===== config.mk =====
export PLATFORM = sky130hd
export DESIGN_NAME = ebc_bus_ctrl
export DESIGN_NICKNAME = d
export VERILOG_FILES = /design/src/rtl/ebc_pkg.sv /design/src/rtl/ebc_decode.sv /design/src/rtl/ebc_cycle_reg.sv /design/src/rtl/ebc_drive.sv /design/src/rtl/ebc_bus_ctrl.sv
export SDC_FILE = /design/constraint.sdc
export NUM_CORES = 1
export LEC_CHECK = 0
export ABC_CLOCK_PERIOD_IN_PS = 2400
export CAP_MARGIN = 20
export CELL_PAD_IN_SITES_DETAIL_PLACEMENT = 1
export CELL_PAD_IN_SITES_GLOBAL_PLACEMENT = 1
export CORE_MARGIN = 1.5
export CORE_UTILIZATION = 30
export CTS_BUF_LIST = sky130_fd_sc_hd__clkbuf_8
export DETAILED_ROUTE_END_ITERATION = 8
export PLACE_DENSITY_LB_ADDON = 0.1
export SYNTH_ARGS = -nofsm -noshare
export SYNTH_HDL_FRONTEND = slang
export SYNTH_HIERARCHICAL = 1
export SYNTH_SLANG_ARGS = --single-unit

===== constraint.sdc =====
create_clock -name clk -period 2.4 [get_ports clk]
set_input_delay 0.6 -clock clk [delete_from_list [all_inputs] [get_ports clk]]
set_output_delay 0.6 -clock clk [all_outputs]
set_load 0.005 [all_outputs]

===== src/rtl/ebc_pkg.sv =====
package ebc_pkg;

   typedef enum logic [1:0] {
      RGN_INT  = 2'd0,
      RGN_PROG = 2'd1,
      RGN_DBG  = 2'd2
   } rgn_e;

   typedef struct packed {
      logic valid;
      logic rnw;
      logic sync;
      rgn_e rgn;
   } ctl_t;

endpackage


===== src/rtl/ebc_decode.sv =====
module ebc_decode
   import ebc_pkg::*;
#(
   parameter int ADDR_W  = 12,
   parameter int PROG_LO = 'h800,
   parameter int PROG_HI = 'hFF9,
   parameter int DBG_LO  = 'h400,
   parameter int DBG_HI  = 'h7FF,
   parameter bit DBG_EN  = 1'b1
) (
   input  logic [ADDR_W-1:0] addr_i,
   output rgn_e              rgn_o
);

   localparam logic [ADDR_W-1:0] P_LO = ADDR_W'(PROG_LO);
   localparam logic [ADDR_W-1:0] P_HI = ADDR_W'(PROG_HI);
   localparam logic [ADDR_W-1:0] D_LO = ADDR_W'(DBG_LO);
   localparam logic [ADDR_W-1:0] D_HI = ADDR_W'(DBG_HI);

   if (PROG_LO > PROG_HI) begin : g_bad_prog
      $error("program window bounds reversed");
   end
   if (DBG_EN && (DBG_LO > DBG_HI || DBG_HI >= PROG_LO)) begin : g_bad_dbg
      $error("debug window must lie below the program window");
   end

   logic in_prog;
   logic in_dbg;

   assign in_prog = (addr_i >= P_LO) && (addr_i <= P_HI);

   if (DBG_EN) begin : g_dbg
      assign in_dbg = (addr_i >= D_LO) && (addr_i <= D_HI);
   end else begin : g_nodbg
      assign in_dbg = 1'b0;
   end

   always_comb begin
      if (in_prog)     rgn_o = RGN_PROG;
      else if (in_dbg) rgn_o = RGN_DBG;
      else             rgn_o = RGN_INT;
   end

endmodule


===== src/rtl/ebc_cycle_reg.sv =====
module ebc_cycle_reg
   import ebc_pkg::*;
#(
   parameter int ADDR_W = 12,
   parameter int DATA_W = 8
) (
   input  logic              clk,
   input  logic              rst_n,
   input  logic              rdy_i,
   input  ctl_t              nxt_ctl_i,
   input  logic [ADDR_W-1:0] nxt_addr_i,
   input  logic [DATA_W-1:0] nxt_data_i,
   output ctl_t              cur_ctl_o,
   output logic [ADDR_W-1:0] cur_addr_o,
   output logic [DATA_W-1:0] cur_data_o,
   output logic              hold_o
);

   ctl_t              ctl_q;
   logic [ADDR_W-1:0] addr_q;
   logic [DATA_W-1:0] data_q;

   assign hold_o = ctl_q.valid && ctl_q.rnw && !rdy_i;

   always_ff @(posedge clk or negedge rst_n) begin
      if (!rst_n) begin
         ctl_q  <= '{valid: 1'b0, rnw: 1'b1, sync: 1'b0, rgn: RGN_INT};
         addr_q <= '0;
         data_q <= '0;
      end else if (!hold_o) begin
         ctl_q  <= nxt_ctl_i;
         addr_q <= nxt_addr_i;
         data_q <= nxt_data_i;
      end
   end

   assign cur_ctl_o  = ctl_q;
   assign cur_addr_o = addr_q;
   assign cur_data_o = data_q;

endmodule


===== src/rtl/ebc_drive.sv =====
module ebc_drive
   import ebc_pkg::*;
#(
   parameter int ADDR_W    = 12,
   parameter int DATA_W    = 8,
   parameter bit MIRROR_EN = 1'b1
) (
   input  ctl_t              cur_ctl_i,
   input  logic [ADDR_W-1:0] cur_addr_i,
   input  logic [DATA_W-1:0] cur_data_i,
   input  logic [DATA_W-1:0] ext_din_i,
   input  logic [DATA_W-1:0] int_rdata_i,
   output logic [DATA_W-1:0] cpu_rdata_o,
   output logic              int_sel_o,
   output logic              int_we_o,
   output logic [ADDR_W-1:0] ext_addr_o,
   output logic [DATA_W-1:0] ext_dout_o,
   output logic              ext_doe_o,
   output logic              ext_rnw_o,
   output logic              ext_strobe_o,
   output logic              ext_sync_o
);

   logic is_ext;
   logic is_int;
   logic mirror;
   logic visible;

   assign is_ext = cur_ctl_i.valid && (cur_ctl_i.rgn != RGN_INT);
   assign is_int = cur_ctl_i.valid && (cur_ctl_i.rgn == RGN_INT);

   if (MIRROR_EN) begin : g_mirror
      assign mirror = is_int && !cur_ctl_i.rnw;
   end else begin : g_nomirror
      assign mirror = 1'b0;
   end

   assign visible      = is_ext || mirror;
   assign ext_strobe_o = visible;
   assign ext_rnw_o    = visible ? cur_ctl_i.rnw : 1'b1;
   assign ext_addr_o   = visible ? cur_addr_i : '0;
   assign ext_doe_o    = visible && !cur_ctl_i.rnw;
   assign ext_dout_o   = ext_doe_o ? cur_data_i : '0;
   assign ext_sync_o   = cur_ctl_i.valid && cur_ctl_i.sync;

   assign int_sel_o    = is_int;
   assign int_we_o     = is_int && !cur_ctl_i.rnw;
   assign cpu_rdata_o  = is_ext ? ext_din_i : int_rdata_i;

endmodule


===== src/rtl/ebc_bus_ctrl.sv =====
module ebc_bus_ctrl
   import ebc_pkg::*;
#(
   parameter int ADDR_W    = 12,
   parameter int DATA_W    = 8,
   parameter int PROG_LO   = 'h800,
   parameter int PROG_HI   = 'hFF9,
   parameter int DBG_LO    = 'h400,
   parameter int DBG_HI    = 'h7FF,
   parameter bit DBG_EN    = 1'b1,
   parameter bit MIRROR_EN = 1'b1
) (
   input  logic              clk,
   input  logic              rst_n,
   input  logic              cpu_valid_i,
   input  logic [ADDR_W-1:0] cpu_addr_i,
   input  logic              cpu_rnw_i,
   input  logic [DATA_W-1:0] cpu_wdata_i,
   input  logic              cpu_sync_i,
   output logic [DATA_W-1:0] cpu_rdata_o,
   output logic              cpu_stall_o,
   input  logic [DATA_W-1:0] int_rdata_i,
   output logic              int_sel_o,
   output logic              int_we_o,
   output logic [ADDR_W-1:0] ext_addr_o,
   output logic [DATA_W-1:0] ext_dout_o,
   output logic              ext_doe_o,
   input  logic [DATA_W-1:0] ext_din_i,
   output logic              ext_rnw_o,
   output logic              ext_strobe_o,
   output logic              ext_sync_o,
   input  logic              ext_rdy_i
);

   localparam int ADDR_SPAN = 1 << ADDR_W;

   if (PROG_HI >= ADDR_SPAN) begin : g_bad_span
      $error("program window exceeds the address space");
   end
   if (DATA_W < 1) begin : g_bad_data
      $error("data width must be positive");
   end

   rgn_e              nxt_rgn;
   ctl_t              nxt_ctl;
   ctl_t              cur_ctl;
   logic [ADDR_W-1:0] cur_addr;
   logic [DATA_W-1:0] cur_data;

   ebc_decode #(
      .ADDR_W (ADDR_W), .PROG_LO(PROG_LO), .PROG_HI(PROG_HI),
      .DBG_LO (DBG_LO), .DBG_HI (DBG_HI),  .DBG_EN (DBG_EN)
   ) u_dec (
      .addr_i (cpu_addr_i),
      .rgn_o  (nxt_rgn)
   );

   assign nxt_ctl = '{valid: cpu_valid_i, rnw: cpu_rnw_i,
                      sync: cpu_sync_i, rgn: nxt_rgn};

   ebc_cycle_reg #(.ADDR_W(ADDR_W), .DATA_W(DATA_W)) u_reg (
      .clk        (clk),
      .rst_n      (rst_n),
      .rdy_i      (ext_rdy_i),
      .nxt_ctl_i  (nxt_ctl),
      .nxt_addr_i (cpu_addr_i),
      .nxt_data_i (cpu_wdata_i),
      .cur_ctl_o  (cur_ctl),
      .cur_addr_o (cur_addr),
      .cur_data_o (cur_data),
      .hold_o     (cpu_stall_o)
   );

   ebc_drive #(.ADDR_W(ADDR_W), .DATA_W(DATA_W), .MIRROR_EN(MIRROR_EN)) u_drv (
      .cur_ctl_i    (cur_ctl),
      .cur_addr_i   (cur_addr),
      .cur_data_i   (cur_data),
      .ext_din_i    (ext_din_i),
      .int_rdata_i  (int_rdata_i),
      .cpu_rdata_o  (cpu_rdata_o),
      .int_sel_o    (int_sel_o),
      .int_we_o     (int_we_o),
      .ext_addr_o   (ext_addr_o),
      .ext_dout_o   (ext_dout_o),
      .ext_doe_o    (ext_doe_o),
      .ext_rnw_o    (ext_rnw_o),
      .ext_strobe_o (ext_strobe_o),
      .ext_sync_o   (ext_sync_o)
   );

   AST_STALL_HOLDS_BUS: assert property (@(posedge clk) disable iff (!rst_n)
      cpu_stall_o |=> ($stable(ext_addr_o) && $stable(ext_strobe_o) && $stable(int_sel_o)));
   AST_STALL_ONLY_READ: assert property (@(posedge clk) disable iff (!rst_n)
      cpu_stall_o |-> (!ext_rdy_i && ext_rnw_o && !ext_doe_o));
   AST_INT_READ_HIDDEN: assert property (@(posedge clk) disable iff (!rst_n)
      (int_sel_o && !int_we_o) |-> !ext_strobe_o);
   AST_MIRROR_WRITE: assert property (@(posedge clk) disable iff (!rst_n)
      (int_we_o && MIRROR_EN) |-> (ext_strobe_o && ext_doe_o && !ext_rnw_o));
   AST_DOE_ONLY_WRITE: assert property (@(posedge clk) disable iff (!rst_n)
      ext_doe_o |-> (ext_strobe_o && !ext_rnw_o));
   AST_EXT_WR_NOT_INT: assert property (@(posedge clk) disable iff (!rst_n)
      (ext_doe_o && !int_sel_o) |-> !int_we_o);
   AST_IDLE_AFTER_GAP: assert property (@(posedge clk) disable iff (!rst_n)
      (!cpu_valid_i && !cpu_stall_o) |=> (!ext_strobe_o && !int_sel_o && !ext_sync_o));

endmodule


Yosys cells after proc, flatten, opt, wreduce, memory -nomap -nowiden --
Cells that the tools add are included. W data, S select, Z words.
Operators by class: $add $sub $neg 0, $mul 0, divide/modulo/power cells 0, magnitude comparators 4, equality and inequality tests 0, shift operators 0, mux-type cells 6, bitwise operators 0, reduce and logical (&&, ||, !) cells 14
Operators by type and width (number):
- $mux W8 | 2
- $ge A12 B11 Y1 const B | 1
- $ge A12 B12 Y1 const B | 1
- $le A12 B11 Y1 const B | 1
- $le A12 B12 Y1 const B | 1
- $mux W12 | 1
- $logic_and A1 B1 Y1 | 9
- $mux W2 | 2
- $logic_not A1 Y1 | 2
- $logic_not A2 Y1 | 1
- $reduce_bool A2 Y1 | 1
- $logic_or A1 B1 Y1 | 1
- $mux W1 | 1
Word-level totals: register bits 25, bits in latches 0, RAM bits 0, bits in read-only memories 0, output and inout bits 35, memories 0

Logic depth before layout (Yosys ltp) --
Gate-level depths: netlist of the first run.
depth after elaboration 6, depth in mapped cells 4, gate-level depth less buffers 3

Cells and area by module --
The synthesis of the first run kept the hierarchy.
By module, submodules not included:
- ebc_cycle_reg | times used 1, cells each 54, area an instance 1008.5 um^2
- ebc_drive | times used 1, cells each 38, area an instance 321.6 um^2
- ebc_decode | times used 1, cells each 6, area an instance 38.8 um^2

Least setup slack after synthesis of the first run --
OpenSTA, ideal clock, no wires.
path kind register to output, start point reg u_reg.ctl_q (netlist bit u_reg/cur_ctl_o[3]), end point out ext_addr_o[10], arrival time 1078 ps, slack 722 ps, stages on the path, launching flop included 4, path through dfstp_2 -> nor3b_2 -> buf_4 -> and3b_1
Between the ends: word-level cells in the longest chain between the ends 4
Ends and longest elaborated chain:
- from (decl) | line ebc_cycle_reg.sv:19 | ctl_t ctl_q;
- from (signal assigned) | line ebc_cycle_reg.sv:27 | ctl_q <= '{valid: 1'b0, rnw: 1'b1, sync: 1'b0, rgn: RGN_INT};
- from (signal assigned) | line ebc_cycle_reg.sv:31 | ctl_q <= nxt_ctl_i;
- $logic_not A1 Y1 | line ebc_drive.sv:33 | assign mirror = is_int && !cur_ctl_i.rnw;
- $logic_and A1 B1 Y1 | line ebc_drive.sv:33
- $logic_or A1 B1 Y1 | line ebc_drive.sv:38 | assign visible = is_ext || mirror;
- $mux W12 | line ebc_drive.sv:41 | assign ext_addr_o = visible ? cur_addr_i : '0;
- to (decl) | line ebc_bus_ctrl.sv:25 | output logic [ADDR_W-1:0] ext_addr_o,
No other way between the ends.

Worst setup path after layout of the first run --
start point in ext_rdy_i, end point out cpu_stall_o
Between the ends: word-level cells in the longest chain between the ends 2
Ends and longest elaborated chain:
- from (decl) | line ebc_bus_ctrl.sv:32 | input logic ext_rdy_i
- $logic_not A1 Y1 | line ebc_cycle_reg.sv:23 | assign hold_o = ctl_q.valid && ctl_q.rnw && !rdy_i;
- $logic_and A1 B1 Y1 | line ebc_cycle_reg.sv:23
- to (decl) | line ebc_bus_ctrl.sv:21 | output logic cpu_stall_o,
No other way between the ends.

==> flow_metrics.py, run 1 <==
metrics = {
    "status": {
        "run_status": "finished, final reports clean",
    },
    "worst_setup_path": {
        "slowest_stage": "clkdlybuf4s50_1",
        "critPathRequiredTime_ps": 1800,
        "cp_num_buf_inv": 3,
        "timing.rr.start": "u_reg/cur_ctl_o[4]",
        "worstPathCellList": "clkdlybuf4s50_1 -> nand3b_4 -> inv_1 -> clkdlybuf4s50_1",
        "path_delay_family": "buffers and inverters",
        "cpMostUsedCell": "clkdlybuf4s50_1",
        "cp-end-kind": "output port",
        "crit_path_start_kind": "input port",
        "crit_path_start": "ext_rdy_i",
        "path_class": "input port to output port",
        "critPathArrivalTime_ps": 1720,
        "path_max_fanout": 2,
        "slowest_delay_ps": 490,
    },
    "layout": {
        "final_util_pct": 53.1,
        "drive_above_1_share_pct": 29.0,
        "nets": 229,
        "antenna_cells": 0,
        "fillers": 453,
        "syn_to_final_growth_pct": 70.2,
    },
    "clock_network": {
        "cts_buffer_depth": 2,
        "clkTransAtPathRegs_ps": 90,
        "htree_levels": 1,
        "cts_tree": "done",
        "clk_latency_ps": 260,
        "numCtsBuffers": 3,
        "clock_sinks": 25,
        "cts-root-buf": "clkbuf_8",
        "cts_hold_buf": 0,
    },
    "power": {
        "powerDensity_nw_per_um2": 463,
        "p_seq_share_pct": 44.6,
        "internal-power_uw": 813,
        "p_sw_share_pct": 24.6,
        "combPwrFrac_pct": 32.7,
        "ir_worst_vdd_mv": 0.215,
        "p_leak_nw": 1.14,
        "switchingPower_uw": 266,
        "pwr-share-clk_pct": 22.7,
    },
    "timing": {
        "holdWs_ps": 509,
        "worst_pin_slew_ps": 430,
        "period_minus_slack_ps": 2320,
        "rsz0062_at_grt": "true",
        "fin_skew_ps": 1.83,
        "hold_violations": 0,
        "post-route-period-util_pct": 96.6,
        "fmax_mhz": 431,
        "relSlewSlack_pct": 71.4,
        "setup_violations": 0,
        "slew_viol_final": 0,
    },
    "synth": {
        "yosys.cell_types.count": 20,
        "synth_fp_nets": 140,
        "ys.flop_type": "dfrtp_1",
        "synth_seq_cells": 25,
        "ys_async_sr_fraction_pct": 100,
        "synth_top_cell_area_share_pct": 43.9,
        "synth_area_per_cell_um2": 14.0,
        "synth_area_leaders": "dfrtp_1 (44%), mux2_4 (19%), mux2_2 (12%), and3b_1 (7.7%), and2_1 (4.1%)",
        "synth_cells": 98,
        "ys_seq_area_share_pct": 45.8,
        "yosysWarnings": 6,
        "syn_area_um2": 1370,
        "synth_most_common_cell": "dfrtp_1",
        "synthTopCellsByCount": "dfrtp_1 (24), mux2_4 (17), mux2_2 (14), and3b_1 (12), and2_1 (9)",
        "yosys.area.top_type": "dfrtp_1",
        "synth_edf_count": 0,
    },
    "routing": {
        "drcViolationCount": 0,
        "drtPass1Iterations": 4,
        "wl_um": 3970,
        "vias": 1091,
        "drtIter0Drc": 20,
        "ant_nets": 0,
        "avgRoutedWirePerCell_um": 16.7,
        "routed_via_density": 4.58,
    },
    "global_routing": {
        "grt.overflow.total": 0,
        "grt_pass1_vias": 1284,
        "grt_usage_pct": 15.9,
        "antenna_found_initial": 0,
        "grt_pass1_wl_um": 6400,
        "grt_max_degree": 26,
    },
    "die": {
        "core-area_um2": 4380,
        "die_area_um2": 4980,
        "fp.dieH_um": 70.5,
        "dieWidth_um": 70.5,
        "start_util_pct": 31.2,
        "rows": 24,
        "io_pins": 77,
    },
    "run": {
        "cap_violations": 0,
    },
    "placed_design": {
        "place_congestion": 0.720,
        "dp_hpwl_um": 2830,
        "portBuffers": 76,
    },
    "min_path": {
        "hp-class": "flip-flop to flip-flop",
        "min_from": "u_reg/cur_ctl_o[2]",
    },
}
-- placed cells by master (no fill, tap or decap), types with 2 or more instances in the layout --
cell | synthesis | final
dfrtp_1 | 24 | 22
mux2_4 | 17 | 18
clkdlybuf4s50_1 | 0 | 56
nand2b_1 | 3 | 3
buf_12 | 0 | 2
mux2_2 | 14 | 13
nand4_1 | 2 | 2
buf_4 | 2 | 10
dfrtp_2 | 0 | 2
clkbuf_8 | 0 | 3
and2_1 | 9 | 9
and3b_1 | 12 | 12
dlygate4sd2_1 | 0 | 15
dlymetal6s2s_1 | 0 | 5
inv_1 | 2 | 2
nor2b_1 | 2 | 2
-- per-layer routing --
metal / GRT usage [%] / part of all wire [%] / wire (µm)
met1: 19.4 / 42 / 1670
met2: 29.4 / 50 / 1990
met3: 3.56 / 7.2 / 285
met4: 2.52 / 0.30 / 12
met5: 0 / 0 / 0
-- final timing paths --
path                            cells past startpoint  slack, ps              endpoint
worst max-delay path                                4         80           cpu_stall_o
worst min-delay path                                1        510    u_reg/cur_ctl_o[2]
worst max register to register                      4        730  u_reg/cur_addr_o[11]
worst min register to register                      1        510    u_reg/cur_ctl_o[2]
max in group asynchronous                           2       1410    u_reg/cur_ctl_o[3]
min in group asynchronous                           2        690   u_reg/cur_data_o[2]
-- sequential cells by signal, summed over array words and instances, names as in the netlist --
name              cells
u_reg/cur_addr_o     12
u_reg/cur_ctl_o       5
u_reg/cur_data_o      8
-- cells by family (layout without fill, tap and decap cells) --
kind of cell           after synthesis  in the layout  synth area share, %
AND/OR/NAND/NOR                     33             33                 18.6
multiplexers                        31             31                 30.2
AO/OA/AOI/OAI                        2              2                 1.83
flip-flops                          25             25                 45.8
buffers and inverters                7             95                 3.66
-- cell type report --
class,count,area [µm²],area share [%]
multi-input cells,66,702,30.1
well taps,52,65.1,2.79
repair buffers,89,881,37.8
clock buffers,3,41.3,1.77
inverters,2,7.51,0.322
clock inverters,1,3.75,0.161
flip-flops and latches,25,629,27.0
-- per-stage QoR --
step / TNS, ps / worst slack [ps] / power (mW) / cell area [µm²] / std cells
after floorplan: 0 / 722 / 0.625 / 1370 / 98
after global placement: 0 / 82.7 / 0.819 / 2180 / 225
after detailed placement: 0 / 53.0 / 0.829 / 2180 / 225
after CTS: 0 / 7.35 / 1.09 / 2280 / 235
after global routing: -38.2 / -10.2 / 1.14 / 2330 / 238
final: 0 / 81.3 / 1.08 / 2330 / 238
-- power by group through the flow --
| stage | combinational [mW] | clock [mW] | sequential [mW] |
|---|---|---|---|
| after floorplan | 0.142 | 0 | 0.484 |
| after global placement | 0.332 | 0 | 0.487 |
| after detailed placement | 0.339 | 0 | 0.490 |
| after CTS | 0.347 | 0.258 | 0.483 |
| after global routing | 0.380 | 0.272 | 0.487 |
| final | 0.353 | 0.245 | 0.481 |
-- timing repair --
action / CTS / global route
pin swaps: 1 / 1
gates resized for setup: 20 / 6
buffers inserted: 6 / 3
endpoints found under the setup margin: 19 / 14
No activity file was read; power rests on OpenSTA's default activity.
==> run 2: changes to the inputs <==
--- a/config.mk
+++ b/config.mk
@@ -5,7 +5,7 @@
 export SDC_FILE = /design/constraint.sdc
 export NUM_CORES = 1
 export LEC_CHECK = 0
-export ABC_CLOCK_PERIOD_IN_PS = 2400
+export ABC_CLOCK_PERIOD_IN_PS = 2900
 export CAP_MARGIN = 20
 export CELL_PAD_IN_SITES_DETAIL_PLACEMENT = 1
 export CELL_PAD_IN_SITES_GLOBAL_PLACEMENT = 1
==> constraint.sdc (replaced) <==
create_clock -name clk -period 2.9 [get_ports clk]
set_input_delay 0.725 -clock clk [delete_from_list [all_inputs] [get_ports clk]]
set_output_delay 0.725 -clock clk [all_outputs]
set_load 0.005 [all_outputs]
==> flow_metrics.py, run 2 (synthesis gave the netlist of run 1 again) <==
metrics = {
    "status": {
        "run_status": "finished, final reports clean",
    },
    "min_path": {
        "hp-class": "flip-flop to flip-flop",
        "min_from": "u_reg/cur_addr_o[6]",
        "hold_path_end": "u_reg/cur_addr_o[6]",
        "whs_path_depth": 1,
    },
    "timing": {
        "rsz0062_at_grt": "false",
        "slew_viol_final": 0,
        "fmax_mhz": 385,
        "setup_violations": 0,
        "worst_pin_slew_ps": 700,
        "hold_violations": 0,
        "relSlewSlack_pct": 53.2,
        "finalSetupTns_ps": 0,
        "fin_skew_ps": 3.70,
        "period_minus_slack_ps": 2600,
        "post-route-period-util_pct": 89.5,
    },
    "die": {
        "rows": 24,
        "start_util_pct": 31.2,
        "dieWidth_um": 70.5,
        "die_area_um2": 4980,
        "io_pins": 77,
        "core-area_um2": 4380,
        "fp.dieH_um": 70.5,
    },
    "clock_network": {
        "numCtsBuffers": 3,
        "cts_tree": "done",
        "cts-resized-gates": 0,
        "cts_buffer_depth": 2,
        "cts-root-buf": "clkbuf_8",
        "cts_hold_buf": 0,
        "htree_levels": 1,
        "clock_sinks": 25,
        "cts_setup_buffers": 0,
        "clk_latency_ps": 260,
        "clkTransAtPathRegs_ps": 80,
    },
    "worst_setup_path": {
        "timing.rr.start": "u_reg/cur_ctl_o[4]",
        "crit_path_start_kind": "flip-flop",
        "slowest_delay_ps": 570,
        "r2r_end": "u_reg/cur_addr_o[9]",
        "worstPathCellList": "nor3b_2 -> buf_4 -> and3b_1 -> clkdlybuf4s50_1",
        "path_class": "flip-flop to output port",
        "critPathArrivalTime_ps": 1870,
        "ff2ff_path_depth": 4,
        "cp-end-kind": "output port",
        "regToRegSetupSlack_ps": 1250,
        "path_max_fanout": 12,
        "critPathRequiredTime_ps": 2170,
        "slowest_stage": "dfstp_2",
    },
    "global_routing": {
        "grt_max_degree": 26,
        "grt_pass1_vias": 1223,
        "grt_pass1_wl_um": 6200,
        "grt_usage_pct": 15.6,
        "antenna_found_initial": 0,
        "grt.overflow.total": 0,
    },
    "layout": {
        "antenna_cells": 0,
        "fillers": 456,
        "nets": 220,
        "largest_reg_flops": 12,
        "final_util_pct": 50.8,
        "drive_above_1_share_pct": 23.7,
        "final_common_cell": "clkdlybuf4s50_1",
        "final_cell_mix": "clkdlybuf4s50_1 (76), dfrtp_1 (24), mux2_4 (17), mux2_2 (14), and3b_1 (12)",
        "syn_to_final_growth_pct": 62.7,
    },
    "placed_design": {
        "dp_hpwl_um": 2930,
        "place_congestion": 0.734,
        "portBuffers": 76,
    },
    "routing": {
        "routed_via_density": 4.67,
        "drcViolationCount": 0,
        "wl_um": 3760,
        "drtPass1Iterations": 2,
        "avgRoutedWirePerCell_um": 16.4,
        "ant_nets": 0,
        "drtIter0Drc": 13,
        "vias": 1069,
    },
    "power": {
        "p_leak_nw": 0.997,
        "powerDensity_nw_per_um2": 392,
        "ir_worst_vdd_mv": 0.158,
    },
    "run": {
        "cap_violations": 0,
    },
}
[run 2: cell types whose count changed in the layout (fill, tap and decap cells not counted), moves of 2 or more]
cell,change
dlygate4sd2_1,-15
dfrtp_2,-2
buf_12,-2
dfrtp_1,+2
clkdlybuf4s50_1,+20
dlymetal6s2s_1,-5
buf_4,-6
[run 2: metrics by stage]
| stage | cells | cell area, µm² | setup slack [ps] | hold slack, ps | power (mW) |
|---|---|---|---|---|---|
| after floorplan | 98 | 1370 | 1020 | 429 | 0.518 |
| after global placement | 225 | 2180 | 331 | 482 | 0.678 |
| after detailed placement | 225 | 2180 | 302 | 488 | 0.686 |
| after CTS | 229 | 2230 | 274 | 515 | 0.892 |
| after global routing | 229 | 2230 | 169 | 531 | 0.924 |
| final | 229 | 2230 | 303 | 511 | 0.873 |
[run 2: power by group]
| part | total [mW] | internal [mW] | switching [mW] |
|---|---|---|---|
| registers | 0.399 | 0.379 | 0.0209 |
| logic | 0.276 | 0.192 | 0.0833 |
| clock network | 0.198 | 0.0945 | 0.104 |
| total | 0.873 | 0.665 | 0.208 |
[run 2: how the worst max path moves through the flow]
stage                       startpoint             end  cells after the start
floorplan                    ext_rdy_i     cpu_stall_o                      3
global placement             ext_rdy_i     cpu_stall_o                      4
detailed placement        ext_din_i[5]  cpu_rdata_o[5]                      3
CTS                 u_reg/cur_ctl_o[3]   ext_addr_o[8]                      4
global route        u_reg/cur_ctl_o[3]   ext_addr_o[8]                      4
finish              u_reg/cur_ctl_o[3]   ext_addr_o[3]                      4
[run 2: final cells by class]
cell class	count	area (µm²)	area share [%]
clock inverters	1	3.75	0.169
inverters	2	7.51	0.337
multi-input cells	66	692	31.1
clock buffers	3	41.3	1.85
flip-flops and latches	25	627	28.1
well taps	52	65.1	2.92
repair buffers	80	791	35.5
[run 2: worst max-delay path: cells and delay by family (launching register included)]
family / cells / cell delay [ps]
flip-flops: 1 / 570
AND/OR/NAND/NOR: 2 / 390
buffers and inverters: 2 / 650
[run 2: routing by layer]
metal / GRT usage [%] / vias up / routed length (µm)
li1: - / 505 / -
met1: 19.9 / 515 / 1590
met2: 28.0 / 47 / 1920
met3: 2.71 / 2 / 241
met4: 3.14 / 0 / 12
met5: 0 / - / 0
